$ cat config.mk
export PLATFORM = sky130hd
export DESIGN_NAME = dsp_alu3
export DESIGN_NICKNAME = d
export VERILOG_FILES = /design/src/rtl/dsp_alu3_pkg.sv /design/src/rtl/dsp_alu3_stage.sv /design/src/rtl/dsp_alu3_core.sv /design/src/rtl/dsp_alu3_flags.sv /design/src/rtl/dsp_alu3.sv
export SDC_FILE = /design/constraint.sdc
export NUM_CORES = 1
export LEC_CHECK = 0
export BUFFER_PORTS_ARGS = -buffer_cell sky130_fd_sc_hd__buf_4
export CAP_MARGIN = 20
export CORE_MARGIN = 2
export CORE_UTILIZATION = 30
export CTS_CLUSTER_SIZE = 20
export DETAILED_ROUTE_END_ITERATION = 7
export HOLD_SLACK_MARGIN = 0.08
export SLEW_MARGIN = 20
export SYNTH_ARGS = -nofsm -noshare
export SYNTH_HDL_FRONTEND = slang
export SYNTH_SLANG_ARGS = --single-unit
$ cat constraint.sdc
create_clock -name clk -period 14.7 [get_ports clk]
set_input_delay 2.94 -clock clk [delete_from_list [all_inputs] [get_ports clk]]
set_output_delay 2.94 -clock clk [all_outputs]
set_load 0.01 [all_outputs]
$ cat src/rtl/dsp_alu3_pkg.sv
// Package: shared opcode layout and logic-function codes for the DSP ALU.
// Assumes op bit 2 selects the mode and bits 1:0 carry the mode-specific field.
package dsp_alu3_pkg;
    localparam int OPW = 3;

    typedef enum logic [1:0] {
        LF_AND  = 2'b00,
        LF_OR   = 2'b01,
        LF_XOR  = 2'b10,
        LF_XNOR = 2'b11
    } lfunc_e;

    // sel[0]: subtract B, sel[1]: subtract C (arithmetic); logic function code (logic)
    typedef struct packed {
        logic       logic_mode;
        logic [1:0] sel;
    } op_t;
endpackage

$ cat src/rtl/dsp_alu3_stage.sv
// Bypassable register stage: when en is set the output is the registered
// copy of d, otherwise d passes straight through. Assumes en is quasi-static.
module dsp_alu3_stage #(
    parameter int WD = 8
) (
    input  logic          clk,
    input  logic          rst_n,
    input  logic          en,
    input  logic [WD-1:0] d,
    output logic [WD-1:0] q
);
    logic [WD-1:0] r;

    // Capture the stage input every cycle; synchronous clear
    always_ff @(posedge clk) begin
        if (!rst_n) r <= '0;
        else        r <= d;
    end

    // Select registered or pass-through path
    always_comb q = en ? r : d;
endmodule

$ cat src/rtl/dsp_alu3_core.sv
// Combinational ALU: A +/- B +/- C + cin in arithmetic mode, bitwise B/C
// function in logic mode. Carry out is bit W of the full sum; 0 in logic mode.
module dsp_alu3_core
    import dsp_alu3_pkg::*;
#(
    parameter int W = 54
) (
    input  logic [W-1:0] a,
    input  logic [W-1:0] b,
    input  logic [W-1:0] c,
    input  op_t          op,
    input  logic         cin,
    output logic [W-1:0] res,
    output logic         cout
);
    localparam int SW = W + 2;

    logic [W-1:0]  bx, cx;
    logic [SW-1:0] sum;

    // Two's-complement conditioning of B and C and the three-term sum
    always_comb begin
        bx  = op.sel[0] ? ~b : b;
        cx  = op.sel[1] ? ~c : c;
        sum = {2'b00, a} + {2'b00, bx} + {2'b00, cx}
            + SW'(op.sel[0]) + SW'(op.sel[1]) + SW'(cin);
    end

    // Mode select and logic-function decode
    always_comb begin
        if (op.logic_mode) begin
            cout = 1'b0;
            unique case (lfunc_e'(op.sel))
                LF_AND:  res = b & c;
                LF_OR:   res = b | c;
                LF_XOR:  res = b ^ c;
                default: res = ~(b ^ c);
            endcase
        end else begin
            res  = sum[W-1:0];
            cout = sum[W];
        end
    end
endmodule

$ cat src/rtl/dsp_alu3_flags.sv
// Status flag generator: zero detect and equality against a compare value.
// Assumes the compare value is held static while results are in flight.
module dsp_alu3_flags #(
    parameter int W = 54
) (
    input  logic [W-1:0] res,
    input  logic [W-1:0] pat,
    output logic         zero,
    output logic         hit
);
    // Compare the result against zero and the pattern
    always_comb begin
        zero = (res == '0);
        hit  = (res == pat);
    end
endmodule

$ cat src/rtl/dsp_alu3.sv
// Three-operand cascadable DSP ALU. Input stage -> ALU -> pipeline stage ->
// flags -> output stage; each stage is bypassable via a cfg enable.
// Assumes cfg enables and pat_i are static during operation.
module dsp_alu3
    import dsp_alu3_pkg::*;
#(
    parameter int W = 54
) (
    input  logic         clk,
    input  logic         rst_n,
    input  logic         cfg_in_reg_i,
    input  logic         cfg_pipe_reg_i,
    input  logic         cfg_out_reg_i,
    input  logic [2:0]   op_i,
    input  logic [W-1:0] a_i,
    input  logic [W-1:0] b_i,
    input  logic [W-1:0] c_i,
    input  logic         cin_i,
    input  logic [W-1:0] pat_i,
    output logic [W-1:0] r_o,
    output logic         cout_o,
    output logic         zero_o,
    output logic         pat_hit_o
);
    localparam int S1W = 3 * W + OPW + 1;
    localparam int S2W = W + 1;
    localparam int S3W = W + 3;

    logic [S1W-1:0] s1_d, s1_q;
    logic [W-1:0]   s1_a, s1_b, s1_c;
    logic [OPW-1:0] s1_op;
    logic           s1_cin;
    logic [W-1:0]   alu_res;
    logic           alu_cout;
    logic [S2W-1:0] s2_q;
    logic [W-1:0]   p2_res;
    logic           p2_cout;
    logic           fl_zero, fl_hit;
    logic [S3W-1:0] s3_q;

    // Bundle the operand inputs for the input stage
    always_comb s1_d = {a_i, b_i, c_i, op_i, cin_i};

    dsp_alu3_stage #(.WD(S1W)) in_stage_i (
        .clk(clk), .rst_n(rst_n), .en(cfg_in_reg_i), .d(s1_d), .q(s1_q)
    );

    // Unbundle the input-stage output
    always_comb {s1_a, s1_b, s1_c, s1_op, s1_cin} = s1_q;

    dsp_alu3_core #(.W(W)) core_i (
        .a(s1_a), .b(s1_b), .c(s1_c), .op(op_t'(s1_op)), .cin(s1_cin),
        .res(alu_res), .cout(alu_cout)
    );

    dsp_alu3_stage #(.WD(S2W)) pipe_stage_i (
        .clk(clk), .rst_n(rst_n), .en(cfg_pipe_reg_i),
        .d({alu_cout, alu_res}), .q(s2_q)
    );

    // Unbundle the pipeline-stage output
    always_comb {p2_cout, p2_res} = s2_q;

    dsp_alu3_flags #(.W(W)) flags_i (
        .res(p2_res), .pat(pat_i), .zero(fl_zero), .hit(fl_hit)
    );

    dsp_alu3_stage #(.WD(S3W)) out_stage_i (
        .clk(clk), .rst_n(rst_n), .en(cfg_out_reg_i),
        .d({fl_hit, fl_zero, p2_cout, p2_res}), .q(s3_q)
    );

    // Drive the result and flag ports from the output stage
    always_comb {pat_hit_o, zero_o, cout_o, r_o} = s3_q;
endmodule

==> impl_metrics.ini <==
[power]
powerDensity_nw_per_um2 = 178
peakVddDrop_mv = 0.0639
power_frac_comb_pct = 61.2
p_int_mw = 2.51
leakage_nw = 12.2
p_seq_share_pct = 19.3
pwr-share-clk_pct = 19.5
swShare_pct = 48.8
switching_power_mw = 2.39

[synthesis]
synthSimpleGateAreaFrac_pct = 18.7
synth-seq-area-share_pct = 23.8
synth_warnings = 0
synth_nets = 3258
avgSynthCellArea_um2 = 8.45
synth_cells = 2762
synth.most_common_cell = dfxtp_1
netlist.area_leader.share_pct = 23.8
synth_common_cells = dfxtp_1, nand2_1, ha_1
synth_compound_area_share_pct = 15.0
yosys_most_used_dff = dfxtp_1
yosys.area.top_type = dfxtp_1
synthTopCellsByArea = dfxtp_1, ha_1, mux2i_1
synth_seq_cells = 278
synth_xor_area_share_pct = 7.84
synth-async-reset-ratio_pct = 0
syn_area_um2 = 23400
synth_fa_ha_area_share_pct = 16.3
muxShareOfSynthArea_pct = 12.8
synth_cell_types = 89
synth-edff-count = 0
synth_top_family_by_area = simple AND/OR/NAND/NOR gates

[layout]
nNetsFinal = 3437
final_layout_size_suffix_gt1_share_pct = 16.6
fin_area_um2 = 27500
syn2layout_area_growth_pct = 17.9
utilization_pct = 35.7

[clock_tree]
h-tree-depth = 2
cts_sinks = 278
clk_pin_slew_ns = 0.06
clk_path_buf_depth = 3
root_buffer = clkbuf_16
postCtsHoldBufs = 0
cts_resized = 0
clk_latency_ns = 0.57
cts_setup_buffers = 0
cts_tree = yes
cts_buffers = 37

[route]
vias = 21069
drt-total-wl_um = 93300
drc_errors = 0
vias_per_cell = 5.26
drtPass1Iterations = 6
ant_nets = 0
wire_per_inst_um = 23.3
drt-initial-drc-count = 2078

[critical_path]
crit_start = cfg_in_reg_i
critPathBufInv = 5
worstPathArrival_ns = 10.32
crit_top_cell = buf_4
crit_family = buffers and inverters
crit_cells = 21
r2r_slack_ns = 7.86
rr_startpoint = in_stage_i.r[2]$_SDFF_PN0_
end_kind = output port
reg2reg_depth = 18
cp-endpoint = pat_hit_o
crit_chain = clkbuf_8 -> buf_4 -> buf_4 -> mux2i_1 -> xnor2_1 -> fa_1 -> ha_1 -> ha_1 -> inv_1 -> o31ai_1 -> a311o_1 -> or3_1 -> nor3_1 -> nor3_1 -> mux2i_1 -> nor4b_1 -> o2111ai_1 -> nor4_2 -> nand4_1 -> o41ai_2 -> buf_4
slowest_stage = buf_4
critPathMaxStageDelay_ns = 0.73
cp_data_required_time_ns = 11.76
worstSetupPathType = in2out
start_kind = primary input
cp_max_fo = 48
r2r_end = out_stage_i.r[55]$_SDFF_PN0_

[placement]
portBuffers = 281
gp_congestion = 0.971
placed_cell_area_um2 = 26300
hpwl_um = 74300

[worst_hold_path]
hold_path_depth = 2
hp-class = reg2reg
min_from = pipe_stage_i.r[39]$_SDFF_PN0_

[floorplan]
start_util_pct = 30.2
floorplan.io_pins = 282
core_area_um2 = 77200
die_w_um = 283
rows = 102
die_y_um = 283
design.die.area_um2 = 80100

[global_route]
grt_pass1_wl_um = 137000
grt_max_degree = 79
grt_use_total_pct = 22.6
grt_overflow = 0
antenna_found_initial = 1
grt_pass1_vias = 20304

[sta]
setup_viol = 0
worst_slew_pin_slew_ns = 1.17
skew_ns = 0.0200
hold_viol_final = 0
grt_setup_unrepaired = false
slew_headroom_pct = 21.6
finalSetupTns_ns = 0
fin_crit_ns = 13.26
post-route-period-util_pct = 90.2
finalMaxSlewViolations = 0
fmax_mhz = 75.4

[run]
maxCapViolCount = 0

[run_status]
outcome = completed
==> metrics by stage <==
stage | hold WS [ns] | power, mW | setup WS (ns) | cells
floorplan | 0.488 | 2.83 | 2.71 | 2762
global placement | 0.538 | 3.87 | 1.52 | 3942
detailed placement | 0.545 | 3.87 | 1.50 | 3942
CTS | 0.561 | 4.85 | 1.45 | 4006
global route | 0.582 | 5.20 | 1.02 | 4006
finish | 0.571 | 4.90 | 1.44 | 4008
==> sequential cells by signal (all words and copies together), names as in the netlist <==
name	count
out_stage_i.r	57
in_stage_i.r	166
pipe_stage_i.r	55
==> cell families after synthesis <==
| logic type | Yosys count |
|---|---|
| compound gates | 528 |
| buf+inv | 323 |
| mux | 283 |
| xor+xnor | 209 |
| fa+ha+maj | 271 |
| flops | 278 |
| simple gates | 870 |
==> power by group through the flow <==
stage	clock [mW]	sequential [mW]	combinational (mW)
finish	0.957	0.943	3.00
global route	1.00	0.955	3.24
CTS	0.977	0.941	2.93
detailed placement	0	0.958	2.91
global placement	0	0.953	2.92
floorplan	0	0.943	1.89
==> cell usage in the layout, fill, tap and decap left out, types with 100 or more instances in the layout <==
cell / count
mux2_2: 100
a21oi_1: 142
dfxtp_1: 278
ha_1: 215
nand2_1: 249
nor2_1: 170
mux2i_1: 176
o21ai_0: 110
buf_4: 304
xnor2_1: 162
and2_1: 213
inv_1: 153
==> metal layers <==
metal	vias up	routed length, um	part of all wire [%]	global-route usage [%]
met4	2	2730	2.9	6.62
met1	10050	44000	47	32.8
met2	891	39200	42	33.7
met5	-	10	0.011	0
met3	130	7330	7.9	4.29
li1	9996	-	-	-
==> worst register-to-register path, delay by kind of cell (launching register included) <==
kind	cells	cell delay, ns
flops	1	0.36
simple gates	6	1.32
fa+ha+maj	3	1.30
buf+inv	1	0.69
mux	1	0.09
compound gates	5	2.53
xor+xnor	2	0.49
==> layout make-up <==
class | count | area (um2)
multi-input combinational | 2161 | 16500
tap | 1040 | 1300
fill | 8023 | 49700
inverter | 157 | 593
clock buffer | 48 | 997
sequential | 278 | 5570
antenna | 2 | 5.00
timing repair buffer | 306 | 2320
clock inverter | 16 | 229
==> worst min-delay path by stage <==
stage | slack [ns] | end
2_1_floorplan | 0.49 | out_stage_i.r[22]$_SDFF_PN0_
3_3_place_gp | 0.54 | out_stage_i.r[39]$_SDFF_PN0_
3_5_place_dp | 0.54 | out_stage_i.r[39]$_SDFF_PN0_
4_1_cts | 0.56 | out_stage_i.r[39]$_SDFF_PN0_
5_1_grt | 0.58 | out_stage_i.r[39]$_SDFF_PN0_
6_report | 0.57 | out_stage_i.r[39]$_SDFF_PN0_
No activity file was read; power rests on OpenSTA's default activity.
